===== src/rtl/snoop_pkg.sv =====
package snoop_pkg;

    typedef enum logic [2:0] {
        ST_INV     = 3'd0,
        ST_SHR     = 3'd1,
        ST_EXC     = 3'd2,
        ST_PEND_RD = 3'd3,
        ST_PEND_WR = 3'd4
    } line_st_e;

    localparam logic [1:0] VIS_INV  = 2'd0;
    localparam logic [1:0] VIS_SHR  = 2'd1;
    localparam logic [1:0] VIS_EXC  = 2'd2;
    localparam logic [1:0] VIS_PEND = 2'd3;

    function automatic logic [1:0] visible_state(line_st_e s);
        logic [1:0] v;
        unique case (s)
            ST_INV:                 v = VIS_INV;
            ST_SHR:                 v = VIS_SHR;
            ST_EXC:                 v = VIS_EXC;
            ST_PEND_RD, ST_PEND_WR: v = VIS_PEND;
            default:                v = VIS_INV;
        endcase
        return v;
    endfunction

endpackage


===== src/rtl/snoop_bus_side.sv =====
module snoop_bus_side
    import snoop_pkg::*;
#(
    parameter int TAG_W = 8
) (
    input  line_st_e           cur_state,
    input  logic [TAG_W-1:0]   held_tag,
    input  logic               snp_valid,
    input  logic               snp_wr,
    input  logic [TAG_W-1:0]   snp_tag,
    output line_st_e           mid_state,
    output logic               snp_wb,
    output logic               snp_abort
);

    logic tag_same;
    logic hit_line;

    assign tag_same = (snp_tag == held_tag);
    assign hit_line = snp_valid && tag_same;

    always_comb begin
        mid_state = cur_state;
        snp_wb    = 1'b0;
        snp_abort = 1'b0;
        unique case (cur_state)
            ST_SHR: begin
                if (hit_line && snp_wr) begin
                    mid_state = ST_INV;
                end
            end
            ST_EXC: begin
                if (hit_line) begin
                    snp_wb    = 1'b1;
                    snp_abort = 1'b1;
                    mid_state = snp_wr ? ST_INV : ST_SHR;
                end
            end
            ST_INV, ST_PEND_RD, ST_PEND_WR: begin
                mid_state = cur_state;
            end
            default: mid_state = cur_state;
        endcase
    end

endmodule


===== src/rtl/snoop_cpu_side.sv =====
module snoop_cpu_side
    import snoop_pkg::*;
#(
    parameter int TAG_W = 8
) (
    input  line_st_e           mid_state,
    input  logic [TAG_W-1:0]   held_tag,
    input  logic               cpu_req,
    input  logic               cpu_we,
    input  logic [TAG_W-1:0]   cpu_tag,
    output line_st_e           nxt_state,
    output logic [TAG_W-1:0]   nxt_tag,
    output logic               hit,
    output logic               rd_miss,
    output logic               wr_miss,
    output logic               cpu_wb,
    output logic [TAG_W-1:0]   req_tag
);

    logic tag_same;
    assign tag_same = (cpu_tag == held_tag);

    always_comb begin
        nxt_state = mid_state;
        nxt_tag   = held_tag;
        hit       = 1'b0;
        rd_miss   = 1'b0;
        wr_miss   = 1'b0;
        cpu_wb    = 1'b0;
        req_tag   = '0;
        unique case (mid_state)
            ST_PEND_RD: begin
                rd_miss   = 1'b1;
                req_tag   = held_tag;
                nxt_state = ST_SHR;
            end
            ST_PEND_WR: begin
                wr_miss   = 1'b1;
                req_tag   = held_tag;
                nxt_state = ST_EXC;
            end
            ST_INV: begin
                if (cpu_req) begin
                    req_tag   = cpu_tag;
                    nxt_tag   = cpu_tag;
                    rd_miss   = !cpu_we;
                    wr_miss   = cpu_we;
                    nxt_state = cpu_we ? ST_EXC : ST_SHR;
                end
            end
            ST_SHR: begin
                if (cpu_req) begin
                    if (!cpu_we && tag_same) begin
                        hit = 1'b1;
                    end else begin
                        req_tag   = cpu_tag;
                        nxt_tag   = cpu_tag;
                        rd_miss   = !cpu_we;
                        wr_miss   = cpu_we;
                        nxt_state = cpu_we ? ST_EXC : ST_SHR;
                    end
                end
            end
            ST_EXC: begin
                if (cpu_req) begin
                    if (tag_same) begin
                        hit = 1'b1;
                    end else begin
                        cpu_wb    = 1'b1;
                        nxt_tag   = cpu_tag;
                        nxt_state = cpu_we ? ST_PEND_WR : ST_PEND_RD;
                    end
                end
            end
            default: nxt_state = ST_INV;
        endcase
    end

endmodule


===== src/rtl/snoop_line_ctrl.sv =====
module snoop_line_ctrl
    import snoop_pkg::*;
#(
    parameter int TAG_W = 8
) (
    input  logic               clk,
    input  logic               rst_n,
    input  logic               cpu_req,
    input  logic               cpu_we,
    input  logic [TAG_W-1:0]   cpu_tag,
    input  logic               snp_valid,
    input  logic               snp_wr,
    input  logic [TAG_W-1:0]   snp_tag,
    output logic               cpu_hit,
    output logic               bus_rd_miss,
    output logic               bus_wr_miss,
    output logic [TAG_W-1:0]   miss_tag,
    output logic               bus_wb,
    output logic [TAG_W-1:0]   wb_tag,
    output logic               mem_abort,
    output logic [1:0]         line_state
);

    line_st_e           state_q;
    line_st_e           mid_state;
    line_st_e           nxt_state;
    logic [TAG_W-1:0]   tag_q;
    logic [TAG_W-1:0]   nxt_tag;
    logic               snp_wb;
    logic               snp_abort;
    logic               c_hit;
    logic               c_rd;
    logic               c_wr;
    logic               c_wb;
    logic [TAG_W-1:0]   c_tag;

    snoop_bus_side #(.TAG_W(TAG_W)) u_bus (
        .cur_state (state_q),
        .held_tag  (tag_q),
        .snp_valid (snp_valid),
        .snp_wr    (snp_wr),
        .snp_tag   (snp_tag),
        .mid_state (mid_state),
        .snp_wb    (snp_wb),
        .snp_abort (snp_abort)
    );

    snoop_cpu_side #(.TAG_W(TAG_W)) u_cpu (
        .mid_state (mid_state),
        .held_tag  (tag_q),
        .cpu_req   (cpu_req),
        .cpu_we    (cpu_we),
        .cpu_tag   (cpu_tag),
        .nxt_state (nxt_state),
        .nxt_tag   (nxt_tag),
        .hit       (c_hit),
        .rd_miss   (c_rd),
        .wr_miss   (c_wr),
        .cpu_wb    (c_wb),
        .req_tag   (c_tag)
    );

    // State and tag register
    always_ff @(posedge clk or negedge rst_n) begin
        if (!rst_n) begin
            state_q <= ST_INV;
            tag_q   <= '0;
        end else begin
            state_q <= nxt_state;
            tag_q   <= nxt_tag;
        end
    end

    // Registered output pulses
    always_ff @(posedge clk or negedge rst_n) begin
        if (!rst_n) begin
            cpu_hit     <= 1'b0;
            bus_rd_miss <= 1'b0;
            bus_wr_miss <= 1'b0;
            miss_tag    <= '0;
            bus_wb      <= 1'b0;
            wb_tag      <= '0;
            mem_abort   <= 1'b0;
        end else begin
            cpu_hit     <= c_hit;
            bus_rd_miss <= c_rd;
            bus_wr_miss <= c_wr;
            miss_tag    <= c_tag;
            bus_wb      <= snp_wb | c_wb;
            wb_tag      <= (snp_wb | c_wb) ? tag_q : '0;
            mem_abort   <= snp_abort;
        end
    end

    assign line_state = visible_state(state_q);

    // A CPU-driven write-back is followed by its miss request.
    assert_wb_then_miss_R6: assert property (@(posedge clk) disable iff (!rst_n)
        (bus_wb && !mem_abort) |=> (bus_rd_miss || bus_wr_miss));

    // never both miss kinds at once.
    assert_single_miss_R13: assert property (@(posedge clk) disable iff (!rst_n)
        !(bus_rd_miss && bus_wr_miss));

    // transit state lasts at most one cycle.
    assert_short_transit_R13: assert property (@(posedge clk) disable iff (!rst_n)
        (line_state == VIS_PEND) |=> (line_state != VIS_PEND));

    // A write miss always leaves the line owned.
    assert_wrmiss_owns_R7: assert property (@(posedge clk) disable iff (!rst_n)
        bus_wr_miss |-> (line_state == VIS_EXC));

    // An abort only follows a snoop that hit an owned line.
    assert_abort_from_owned_R8: assert property (@(posedge clk) disable iff (!rst_n)
        mem_abort |-> ($past(line_state) == VIS_EXC));

    // A hit is never accompanied by a miss request.
    assert_hit_quiet_R5: assert property (@(posedge clk) disable iff (!rst_n)
        cpu_hit |-> (!bus_rd_miss && !bus_wr_miss));

endmodule


===== config.mk =====
export PLATFORM = sky130hd
export DESIGN_NAME = snoop_line_ctrl
export DESIGN_NICKNAME = d
export VERILOG_FILES = /design/src/rtl/snoop_pkg.sv /design/src/rtl/snoop_bus_side.sv /design/src/rtl/snoop_cpu_side.sv /design/src/rtl/snoop_line_ctrl.sv
export SDC_FILE = /design/constraint.sdc
export NUM_CORES = 1
export LEC_CHECK = 0
export BUFFER_PORTS_ARGS = -buffer_cell sky130_fd_sc_hd__buf_2
export CAP_MARGIN = 25
export CELL_PAD_IN_SITES_DETAIL_PLACEMENT = 0
export CELL_PAD_IN_SITES_GLOBAL_PLACEMENT = 1
export CORE_AREA = 8 8 71 73
export DETAILED_ROUTE_END_ITERATION = 8
export DIE_AREA = 0 0 79 81
export GPL_ROUTABILITY_DRIVEN = 0
export PLACE_DENSITY_LB_ADDON = 0.3
export SLEW_MARGIN = 10
export SYNTH_ARGS = -nofsm -noshare
export SYNTH_HDL_FRONTEND = slang
export SYNTH_SLANG_ARGS = --single-unit

===== constraint.sdc =====
create_clock -name clk -period 7.1 [get_ports clk]
set_clock_uncertainty 0.05 [all_clocks]
set_input_delay 0.71 -clock clk [delete_from_list [all_inputs] [get_ports clk]]
set_output_delay 0.71 -clock clk [all_outputs]
set_load 0.02 [all_outputs]

Yosys cells after proc, flatten, opt, wreduce, memory -nomap -nowiden --
Index checks and enable logic that the tools add are counted.
Word-level totals: register bits after elaboration 32, latch bits 0, memory bits (writable) 0, ROM bits 0, input port bits 22, logic and storage cells 76, memories kept 0
Operators by class: add/sub/neg operators 0, $mul 0, div/mod/pow operators 0, $lt $le $gt $ge 0, equal/unequal tests 15, shift-type cells 0, multiplexer cells 42, bitwise logic cells 1, reduce and logical (&&, ||, !) cells 9
Operators with widths (count):
- $mux W8 | 9
- $pmux W8 S3 | 2
- $mux W3 | 8
- $eq A8 B8 Y1 | 2
- $mux W1 | 16
- $pmux W3 S5 | 1
- $eq A3 B2 Y1 const B | 4
- $ne A2 B2 Y1 const B | 5
- $eq A3 B1 Y1 const B | 2
- $eq A3 B3 Y1 const B | 2
- $pmux W1 S3 | 2
- $pmux W2 S3 | 1
- $pmux W3 S2 | 1
- $reduce_and A6 Y1 | 1
- $reduce_or A2 Y1 | 2
- $logic_and A1 B1 Y1 | 3
- $logic_not A3 Y1 | 1
- $reduce_bool A3 Y1 | 1
- $mux W2 | 1
- $pmux W1 S2 | 1
- $logic_not A1 Y1 | 1
- $or A1 B1 Y1 | 1

Logic depth before layout (Yosys ltp) --
Gate-level depths: netlist (run 1).
depth after elaboration 9, gate-level depth with buffers 7, gate-level depth less buffers 6

Hierarchy --
From an unflattened synthesis (run 1), not the netlist that was laid out.
Unflattened totals: cell total of the unflattened synthesis 160, area, all modules 1669.1 um^2
Modules (own cells, without submodules):
- snoop_line_ctrl | times used 1, cells an instance 47, area each 887.1 um^2
- snoop_cpu_side | times used 1, cells an instance 92, area each 618.1 um^2
- snoop_bus_side | times used 1, cells an instance 21, area each 163.9 um^2

Least setup slack after synthesis (run 1) --
No wires, ideal clock.
path kind input to register, from in snp_tag[3], to reg tag_q[0], library setup time 125 ps, data arrival time 2491 ps, required time 6925 ps, path slack 4434 ps, stages on the path 6, buffers on the path 0, cells stage by stage xor2_1 nor4_4 and4_4 o32ai_4 a311oi_4 mux2_2
Between the ends: longest elaborated chain between the ends 8, elaborated cells between the ends (all ways) 17, those cells by class eq/ne: 8; mux: 4; reduce/logical: 5
Ends and longest elaborated chain:
- start: declaration | RTL line snoop_line_ctrl.sv:13 | input logic [TAG_W-1:0] snp_tag,
- $eq A8 B8 Y1 (*) | RTL line snoop_bus_side.sv:19 | assign tag_same = (snp_tag == held_tag);
- $logic_and A1 B1 Y1 (*) | RTL line snoop_bus_side.sv:20 | assign hit_line = snp_valid && tag_same;
- $logic_and A1 B1 Y1 | RTL line snoop_bus_side.sv:28 | if (hit_line && snp_wr) begin
- $mux W3 | RTL line snoop_bus_side.sv:28
- $pmux W3 S2 (*) | RTL line snoop_bus_side.sv:26 | unique case (cur_state)
- $eq A3 B2 Y1 (tied with other cells) | RTL line snoop_cpu_side.sv:31 | unique case (mid_state)
- $ne A2 B2 Y1 (no line) / $reduce_bool A3 Y1 (equally long branches)
- $reduce_and A6 Y1 (no line)
- end signal: assignment | RTL line snoop_line_ctrl.sv:70 | tag_q <= nxt_tag;
- end: declaration | RTL line snoop_line_ctrl.sv:27 | logic [TAG_W-1:0] tag_q;
Every way passes the cells marked *; elsewhere a longest branch is shown, timed or not. A chain may end at the register's enable or synchronous reset.

Worst setup path in the final report (run 1) --
from in snp_tag[3], to reg tag_q[5]
Same word-level chain as after synthesis.

==> results.ini, run 1 <==
[clocking]
htree_levels=2
postCtsSetupBuffers=0
path_clk_slew_ps=60
cts_tree=done
cts_root_buf=clkbuf_8
hold_buffers=0
cts_buffers=5
cts_resized=0
clkSinkCount=32
cts_buffer_depth=2
insertion_delay_ps=290

[final_layout]
layout.cells.non_filler=235
drive_gt1_share_pct=36.8
final_common_cell=buf_2
nets=206
diodes=0
finish.utilization_pct=51.2
area_growth_pct=24.6
layout_common_cells=buf_2 (45), dfrtp_1 (32), xor2_1 (15), and2_1 (9)

[routing]
num_vias=1225
drc=0
route.antenna.remaining_nets=0
firstDrtPassIters=4
routed_wl_mm=3.68
drt_iter0_drc=63
wl_per_cell_um=15.7
routed_via_density=5.21

[pwr]
p_per_area_nw_per_um2=293
p_leak_uw=0.00100
vdd_ir_drop_max_mv=0.117

[floorplanning]
die_h_um=81
dieArea_um2=6400
core.rowCount=23
fp.dieW_um=79
core_area_um2=3910
ios=45
initial_core_util_pct=41.1

[grt]
overflow=0
grt_pass1_wl_mm=6.13
grt_pass1_vias=1288
antenna_found_initial=0
gr-usage-all-layers_pct=12.3
grt_max_degree=33

[setup_path]
cp-start-kind=input pin
worstPathArrival_ps=2820
crit_type=in2reg
worstSetupEndpointType=register
required_ps=7220
reg2reg_depth=6
r2r_slack_ps=4490
path_max_fanout=9

[logic_synthesis]
ys_types=39
ys_warn_count=0
synth_edf_count=0
postSynth.asyncResetShare_pct=100
avgSynthCellArea_um2=11.7
yosysSeqAreaShare_pct=49.8
synth_fp_nets=159
synth_area_um2=1610
ys.flop_type=dfrtp_1
synth-seq-cells=32
synthCells=137

[placed_design]
portBuffers=44
dpl.hpwl_mm=2.78
place_inst=227
pre_cts_ws_ps=4060

[sta]
finalHoldWorstSlack_ps=411
slew_viol_final=0
worst_pin_slew_ps=683
setup-tns-final_ps=0
max-slew-margin-rel_pct=54.5
setup_viol=0
rsz0062_at_grt=false
hold_viol=0
finalCriticalPeriod_ps=2700
min_period_over_period_pct=38.0
fin_ws_ps=4400
fmax_ghz=0.371

[outcome]
run_status=complete, no violations

[worst_hold_path]
hold_class=in2async

[job]
cap_violations=0

==> state kept, by name, indices dropped and copies added (netlist names) <==
signal / count
bus_rd_miss: 1
bus_wb: 1
bus_wr_miss: 1
cpu_hit: 1
mem_abort: 1
miss_tag: 8
state_q: 3
tag_q: 8
wb_tag: 8
==> cell usage after synthesis, types with 2 or more instances <==
| cell type | instances | area [um^2] |
|---|---|---|
| dfrtp_1 | 32 | 801 |
| xor2_1 | 15 | 131 |
| and2_1 | 9 | 56.3 |
| a22o_1 | 8 | 70.1 |
| mux2_2 | 8 | 90.1 |
| nor2_1 | 8 | 30.0 |
| clkbuf_1 | 5 | 18.8 |
| nand2_1 | 5 | 18.8 |
| nand2b_1 | 4 | 25.0 |
| a21oi_1 | 3 | 15.0 |
| inv_1 | 3 | 11.3 |
| o21ai_0 | 3 | 15.0 |
| a31oi_1 | 2 | 12.5 |
| and3_1 | 2 | 12.5 |
| nand3_1 | 2 | 10.0 |
| nor3_1 | 2 | 10.0 |
| nor4_1 | 2 | 12.5 |
| o211a_1 | 2 | 20.0 |
| o31ai_1 | 2 | 15.0 |
==> stage by stage <==
stage | instance area, um^2 | power, uW
floorplan | 1610 | 350
global placement | 1870 | 399
detailed placement | 1880 | 404
CTS | 2000 | 595
global route | 2000 | 621
finish | 2000 | 586
==> power breakdown <==
part | internal, uW | total (uW) | switching, uW
Sequential | 210 | 239 | 28.1
Combinational | 65.5 | 159 | 93.1
Clock | 124 | 189 | 65.4
==> critical path: stages <==
cell	delay, ps
buf_2	100
xor2_1	180
nor4_4	440
nand3_4	190
o211a_1	290
a311oi_4	510
mux2_2	400
==> routing by layer <==
metal / global-route usage, % / vias to the layer above / wire (um) / share of wire (%)
li1: - / 590 / - / -
met1: 14.1 / 573 / 1610 / 44
met2: 19.1 / 51 / 1680 / 46
met3: 4.30 / 11 / 263 / 7.2
met4: 8.15 / 0 / 123 / 3.3
met5: 0 / - / 0 / 0
==> cell type report <==
class	instances	area, um^2
clock buffers	7	96.3
clock inverters	1	30.0
fillers	387	1910
inverters	3	11.3
multi-input cells	97	778
flip-flops and latches	32	801
well taps	50	62.6
repair buffers	45	225
==> path summary, 6_finish.rpt <==
check,startpoint,endpoint
max,snp_tag[3],tag_q[5]
min,rst_n,wb_tag[5]
max reg2reg,tag_q[3],tag_q[5]
min reg2reg,tag_q[3],wb_tag[3]
max in group asynchronous,rst_n,miss_tag[0]
min in group clk,tag_q[3],wb_tag[3]
==> cells by family after synthesis <==
kind of cell	count (synthesis)	share of synthesized area (%)
AND/OR/NAND/NOR	42	16.5
multiplexers	9	6.22
buffers and inverters	8	1.87
flip-flops	32	49.8
XOR/XNOR	16	8.71
AO/OA/AOI/OAI	30	17.0
Power figures use the tool's default switching activity.
==> run 2: changes to the inputs <==
--- a/config.mk
+++ b/config.mk
@@ -5,13 +5,14 @@
 export SDC_FILE = /design/constraint.sdc
 export NUM_CORES = 1
 export LEC_CHECK = 0
+export ABC_AREA = 1
 export BUFFER_PORTS_ARGS = -buffer_cell sky130_fd_sc_hd__buf_2
 export CAP_MARGIN = 25
 export CELL_PAD_IN_SITES_DETAIL_PLACEMENT = 0
 export CELL_PAD_IN_SITES_GLOBAL_PLACEMENT = 1
-export CORE_AREA = 8 8 71 73
+export CORE_AREA = 8 8 79 81
 export DETAILED_ROUTE_END_ITERATION = 8
-export DIE_AREA = 0 0 79 81
+export DIE_AREA = 0 0 87 89
 export GPL_ROUTABILITY_DRIVEN = 0
 export PLACE_DENSITY_LB_ADDON = 0.3
 export SLEW_MARGIN = 10
==> constraint.sdc (replaced) <==
create_clock -name clk -period 2.7 [get_ports clk]
set_clock_uncertainty 0.05 [all_clocks]
set_input_delay 0.27 -clock clk [delete_from_list [all_inputs] [get_ports clk]]
set_output_delay 0.27 -clock clk [all_outputs]
set_load 0.02 [all_outputs]
==> run 2 against run 1 <==
Effect of this change:
- the flow now finishes with violations (negative hold slack)
- die area rose by 21%
- via count rose by 38%
- global-route usage rose by 1.4 points
- cell area rose by 11%
- clock power rose by 94%
- critical endpoint is now tag_q[2]
- largest cell class is now multi-input combinational cells
- largest power group is now combinational logic
==> results.ini, run 2 <==
[logic_synthesis]
synth_area_um2=1840  ; +14%
avgSynthCellArea_um2=7.53  ; -36%
synth-seq-cells=32  ; unchanged
synth_top_area_share_pct=43.6  ; -6.2 points
synth_compound_area_share_pct=5.25  ; -12 points
synthCells=244  ; +78%
ys.flop_type=dfrtp_1
synth_most_common_cell=nand2_1
synth_fp_nets=266  ; +67%
netlist.top_cell.by_area=dfrtp_1
synthXorXnorAreaFrac_pct=0  ; -8.7 points
netlist_top_cells_count=nand2_1 (76), inv_1 (33), dfrtp_1 (32)
ys_warn_count=0  ; unchanged
synth_edf_count=0  ; unchanged
synthAdderAreaFrac_pct=0  ; unchanged
synth_top_family_by_area=simple AND/OR/NAND/NOR gates
synth-simple-area-share_pct=41.3  ; +25 points
synth_top_cells_by_area=dfrtp_1 (44%), nand2_1 (16%), inv_1 (6.7%)
ys_types=26  ; -33%
yosysSeqAreaShare_pct=43.6  ; -6.2 points
muxShareOfSynthArea_pct=0  ; -6.2 points
postSynth.asyncResetShare_pct=100  ; unchanged

[routing]
route.antenna.remaining_nets=0  ; unchanged
routed_via_density=4.64  ; -11%
num_vias=1695  ; +38%
drc=0  ; unchanged
drt_iter0_drc=67  ; +6.3%
wl_per_cell_um=13.4  ; -14%
routed_wl_mm=4.90  ; +33%
firstDrtPassIters=4  ; unchanged

[final_layout]
seqCellArea_um2=801  ; unchanged
fin_area_um2=2220  ; +11%
area_growth_pct=21.1
drive_gt1_share_pct=27.8  ; -9.0 points
multi_input_area_um2=856  ; +10%
diodes=0  ; unchanged
layout_common_cells=nand2_1 (76), buf_2 (44), inv_1 (33), dfrtp_1 (32), nor2_1 (18)
final_common_cell=nand2_1
nets=316  ; +53%
num-fill-cells=538  ; +39%
top_regs=miss_tag x8, tag_q x8, wb_tag x8

[grt]
grt_max_degree=33  ; unchanged
grt_pass1_wl_mm=8.11  ; +32%
gr-usage-all-layers_pct=13.7  ; +1.4 points
grt_pass1_vias=1737  ; +35%
antenna_found_initial=0  ; unchanged
overflow=0  ; unchanged

[sta]
rsz0062_at_grt=false
hold_viol=32  ; +32
setup-tns-final_ps=0  ; unchanged
fin_ws_ps=717  ; -3680 ps
finalCriticalPeriod_ps=1980
finalHoldWorstSlack_ps=-15.0  ; -426 ps
setup_viol=0  ; unchanged
min_period_over_period_pct=73.4
worst_pin_slew_ps=720  ; +37.8 ps
slew_viol_final=0  ; unchanged
max-slew-margin-rel_pct=52.0  ; -2.5 points
fmax_ghz=0.504

[pwr]
seq_power_share_pct=36.5  ; -4.2 points
internal_power_uw=1040  ; +160%
vdd_ir_drop_max_mv=0.376  ; +220%
pwr-share-comb_pct=44.3  ; +17 points
switching_share_pct=45.5  ; +14 points
switching_power_uw=869  ; +370%
power_uw=1910  ; +230%
p_per_area_nw_per_um2=858  ; +190%
clockPowerShare_pct=19.2  ; -13 points
p_leak_uw=0.00129  ; +28%

[clocking]
clkSinkCount=32  ; unchanged
cts_root_buf=clkbuf_8
path_clk_slew_ps=70  ; about the same
hold_buffers=0  ; unchanged
cts_buffers=5  ; unchanged
htree_levels=2  ; unchanged
postCtsSetupBuffers=0  ; unchanged
cts_tree=done
cts_buffer_depth=2  ; unchanged
cts_resized=0  ; unchanged
insertion_delay_ps=290  ; about the same

[setup_path]
r2r_slack_ps=720  ; -3770 ps
crit_type=reg2reg
worstPathArrival_ps=2110  ; -710 ps
setup.worst_path.start=state_q[1]
reg2reg_depth=11  ; +5
required_ps=2820  ; -4400 ps
reg2reg_to=tag_q[2]
endpoint=tag_q[2]
path_max_fanout=8  ; -1
worstReg2RegStart=state_q[1]
cp-start-kind=register
worstSetupEndpointType=register

[floorplanning]
dieArea_um2=7740  ; +21%
die_h_um=89  ; +9.9%
initial_core_util_pct=36.9  ; -4.2 points
ios=45  ; unchanged
fp.dieW_um=87  ; +10%
core.rowCount=26  ; +13%
core_area_um2=4980  ; +27%

[outcome]
run_status=finished, violations left
violations=negative hold slack

[placed_design]
portBuffers=44  ; unchanged
dpl_cell_area_um2=2140  ; +14%
dpl.hpwl_mm=3.69  ; +33%
pre_cts_ws_ps=720  ; -3340 ps

[worst_hold_path]
hold_class=in2async

[job]
cap_violations=0  ; unchanged

run 2: routing by layer:
layer  up-vias  share of wire, %  wire, um  GRT usage, %
li1        875                 -         -             -
met1       764                45      2190          16.2
met2        50                47      2320          22.9
met3         6               6.6       324          4.14
met4         0               1.1        53          5.16
met5         -                 0         0             0
run 2: logic make-up (layout without fill, tap and decap cells):
kind of cell,after synthesis,after routing
compound gates,17,17
buf+inv,46,97
flops,32,32
simple gates,149,149
run 2: power by group through the flow:
stage	clock [uW]	combinational [uW]	sequential, uW
after floorplan	0	597	725
after global placement	0	855	704
after detailed placement	0	855	706
after CTS	380	860	697
after global routing	400	954	715
final	366	845	697
run 2: how the worst min path moves through the flow:
stage | to | slack (ps) | cells after the start
global route | wb_tag[3] | 40 | 1
global placement | wb_tag[0] | 320 | 1
CTS | wb_tag[3] | 10 | 1
finish | miss_tag[1] | -20 | 1
detailed placement | wb_tag[0] | 320 | 1
floorplan | bus_rd_miss | -80 | 0
run 2: worst max-delay path: stages (launching register included):
cell	delay [ps]
dfrtp_1	550
inv_1	120
nor2_2	120
inv_1	80
nor2_4	140
nand3_2	120
inv_2	110
nand2_2	70
nand2_1	70
clkinv_1	220
nand3_1	160
nand2_1	60
run 2: stage by stage:
step           cells  utilization [%]
3_3_place_gp     357             42.9
4_1_cts          365             44.7
2_1_floorplan    244                -
6_report         365             44.7
3_5_place_dp     357             42.9
5_1_grt          365             44.7
run 2: final cells by class:
| class | instances | share of cell area, % |
|---|---|---|
| clock buffers | 5 | 3.09 |
| clock inverters | 3 | 0.844 |
| inverters | 44 | 7.42 |
| multi-input cells | 166 | 38.5 |
| flip-flops and latches | 32 | 36.0 |
| well taps | 70 | 3.94 |
| repair buffers | 45 | 10.2 |
==> run 3: changes to the inputs <==
--- a/config.mk
+++ b/config.mk
@@ -5,14 +5,14 @@
 export SDC_FILE = /design/constraint.sdc
 export NUM_CORES = 1
 export LEC_CHECK = 0
-export ABC_AREA = 1
+export ABC_AREA = 0
 export BUFFER_PORTS_ARGS = -buffer_cell sky130_fd_sc_hd__buf_2
 export CAP_MARGIN = 25
 export CELL_PAD_IN_SITES_DETAIL_PLACEMENT = 0
 export CELL_PAD_IN_SITES_GLOBAL_PLACEMENT = 1
-export CORE_AREA = 8 8 79 81
+export CORE_AREA = 8 8 73 75
 export DETAILED_ROUTE_END_ITERATION = 8
-export DIE_AREA = 0 0 87 89
+export DIE_AREA = 0 0 81 83
 export GPL_ROUTABILITY_DRIVEN = 0
 export PLACE_DENSITY_LB_ADDON = 0.3
 export SLEW_MARGIN = 10
==> constraint.sdc (replaced) <==
create_clock -name clk -period 1.9 [get_ports clk]
set_clock_uncertainty 0.05 [all_clocks]
set_input_delay 0.19 -clock clk [delete_from_list [all_inputs] [get_ports clk]]
set_output_delay 0.19 -clock clk [all_outputs]
set_load 0.02 [all_outputs]
==> run 3 against run 2 <==
Effect of this change:
- the flow finishes with violations (negative setup slack)
- non-clock buffer count increased by 37
- die area shrank 13%
- maximum frequency down 12%
- first-iteration DRC count fell by 57%
- via count decreased by 17%
- sequential power grew 23%
- core utilization increased by 13 points
- clock power is 98% higher
- total power grew 31%
- global-route usage up 0.34 points
- wire length is 8.6% lower
==> results.ini, run 3 (synthesis gave the netlist of run 1 again) <==
[sta]
slew_viol_final=0  ; unchanged
min_period_over_period_pct=119  ; +46 points
worst_pin_slew_ps=696  ; -24.5 ps
hold_viol=0  ; -100%
finalCriticalPeriod_ps=2270  ; +283 ps
rsz0062_at_grt=true
fin_ws_ps=-365  ; -1080 ps
fmax_ghz=0.441  ; -12%
setup_viol=29  ; +29
max-slew-margin-rel_pct=53.6  ; +1.6 points

[placed_design]
place_inst=257  ; -28%
dpl_cell_area_um2=2100  ; -1.9%
portBuffers=44  ; unchanged
dpl.hpwl_mm=3.22  ; -13%

[grt]
grt_max_degree=33  ; unchanged
overflow=0  ; unchanged
grt_pass1_wl_mm=7.38  ; -9.0%
gr-usage-all-layers_pct=14.1  ; +0.34 points
grt_pass1_vias=1506  ; -13%
antenna_found_initial=0  ; unchanged

[final_layout]
top_regs=miss_tag x8, tag_q x8, wb_tag x8
fin_area_um2=2420  ; +8.6%
nets=243  ; -23%
layout.cells.non_filler=274  ; -25%
final_common_cell=buf_2
layout_common_cells=buf_2 (44), dfrtp_1 (32), buf_4 (31), xor2_1 (12)
diodes=0  ; unchanged
drive_gt1_share_pct=51.8  ; +24 points
area_growth_pct=50.2

[floorplanning]
initial_core_util_pct=38.3  ; +1.4 points
ios=45  ; unchanged
core.rowCount=24  ; -7.7%
die_h_um=83  ; -6.7%
core_area_um2=4200  ; -16%
dieArea_um2=6720  ; -13%
fp.dieW_um=81  ; -6.9%

[setup_path]
worstSetupEndpointType=register
cp-start-kind=register
worstPathArrival_ps=2380  ; +270 ps
slowest_stage=dfrtp_1
slowest_delay_ps=390  ; -160 ps
crit_type=reg2reg
path_max_fanout=5  ; -3
required_ps=2020  ; -800 ps
path_cells=xor2_1 -> nor4_4 -> buf_4 -> and4_4 -> o32ai_4 -> a311oi_4 -> buf_6 -> mux2_2

[outcome]
run_status=finished, violations left
violations=negative setup slack

[clocking]
cts_buffers=5  ; unchanged
insertion_delay_ps=290  ; about the same
clkSinkCount=32  ; unchanged
cts_buffer_depth=2  ; unchanged
cts_tree=done
cts_root_buf=clkbuf_8
path_clk_slew_ps=70  ; about the same
htree_levels=2  ; unchanged

[routing]
routed_wl_mm=4.48  ; -8.6%
drc=0  ; unchanged
firstDrtPassIters=4  ; unchanged
drt_iter0_drc=29  ; -57%
wl_per_cell_um=16.3  ; +22%
num_vias=1399  ; -17%
route.antenna.remaining_nets=0  ; unchanged
routed_via_density=5.11  ; +9.9%

[pwr]
p_leak_uw=0.00121  ; -6.2%
vdd_ir_drop_max_mv=0.413  ; +9.7%
power_uw=2500  ; +31%
p_per_area_nw_per_um2=1030  ; +21%

[worst_hold_path]
hold_class=in2reg

[job]
cap_violations=0  ; unchanged

run 3: critical path: cells and delay by family (launching register included):
family                    cells  cell delay (ps)
AOI/OAI and AO/OA             2              370
xor gates and xnor gates      1              170
buffers and inverters         2              340
DFF                           1              390
muxes                         1              330
and+or+nand+nor               2              490
run 3: path summary, 6_finish.rpt:
path / slack (ps) / start / endpoint / depth (start not counted)
worst min-delay path: 110 / cpu_tag[7] / miss_tag[7] / 2
min in group asynchronous: 430 / rst_n / wb_tag[5] / 2
worst max register to register: -370 / tag_q[3] / tag_q[1] / 8
max in group asynchronous: 920 / rst_n / tag_q[0] / 2
worst min register to register: 510 / tag_q[2] / wb_tag[2] / 1
worst max-delay path: -370 / tag_q[3] / tag_q[1] / 8
run 3: area by class of cell:
class / instances / area [um^2]
Clock buffer: 7 / 96.3
Clock inverter: 1 / 30.0
Fill cell: 368 / 1790
Inverter: 3 / 11.3
Multi-Input combinational cell: 97 / 882
Sequential cell: 32 / 801
Tap cell: 52 / 65.1
Timing Repair Buffer: 82 / 531
run 3: what timing repair did:
item | 4_1_cts | 5_1_grt
setup endpoints to repair | 30 | 30
hold endpoints to repair | 32 | 0
pin swaps | 8 | 10
hold buffers | 1 | 0
setup buffers | 2 | 7
gates resized for setup | 11 | 10
run 3: power by group:
group	internal, uW	switching (uW)	total, uW
Combinational	431	486	916
Sequential	787	69.5	856
Clock	463	263	726
run 3: through the flow:
step	worst slack [ps]	setup TNS [ps]	hold WS [ps]	utilization, %
4_1_cts	-408	-6120	98.1	54.8
3_5_place_dp	-419	-8140	235	49.9
2_1_floorplan	-453	-3780	-156	-
3_3_place_gp	-350	-6870	220	49.9
5_1_grt	-414	-9030	111	57.5
6_report	-365	-6150	109	57.5
run 3: layer usage:
| layer | up-vias | wire length, um | part of all wire (%) | GRT usage (%) |
|---|---|---|---|---|
| met5 | - | 0 | 0 | 0 |
| met4 | 0 | 73 | 1.6 | 5.37 |
| met3 | 7 | 266 | 5.9 | 3.88 |
| met2 | 39 | 2290 | 51 | 23.6 |
| met1 | 694 | 1840 | 41 | 16.3 |
| li1 | 659 | - | - | - |
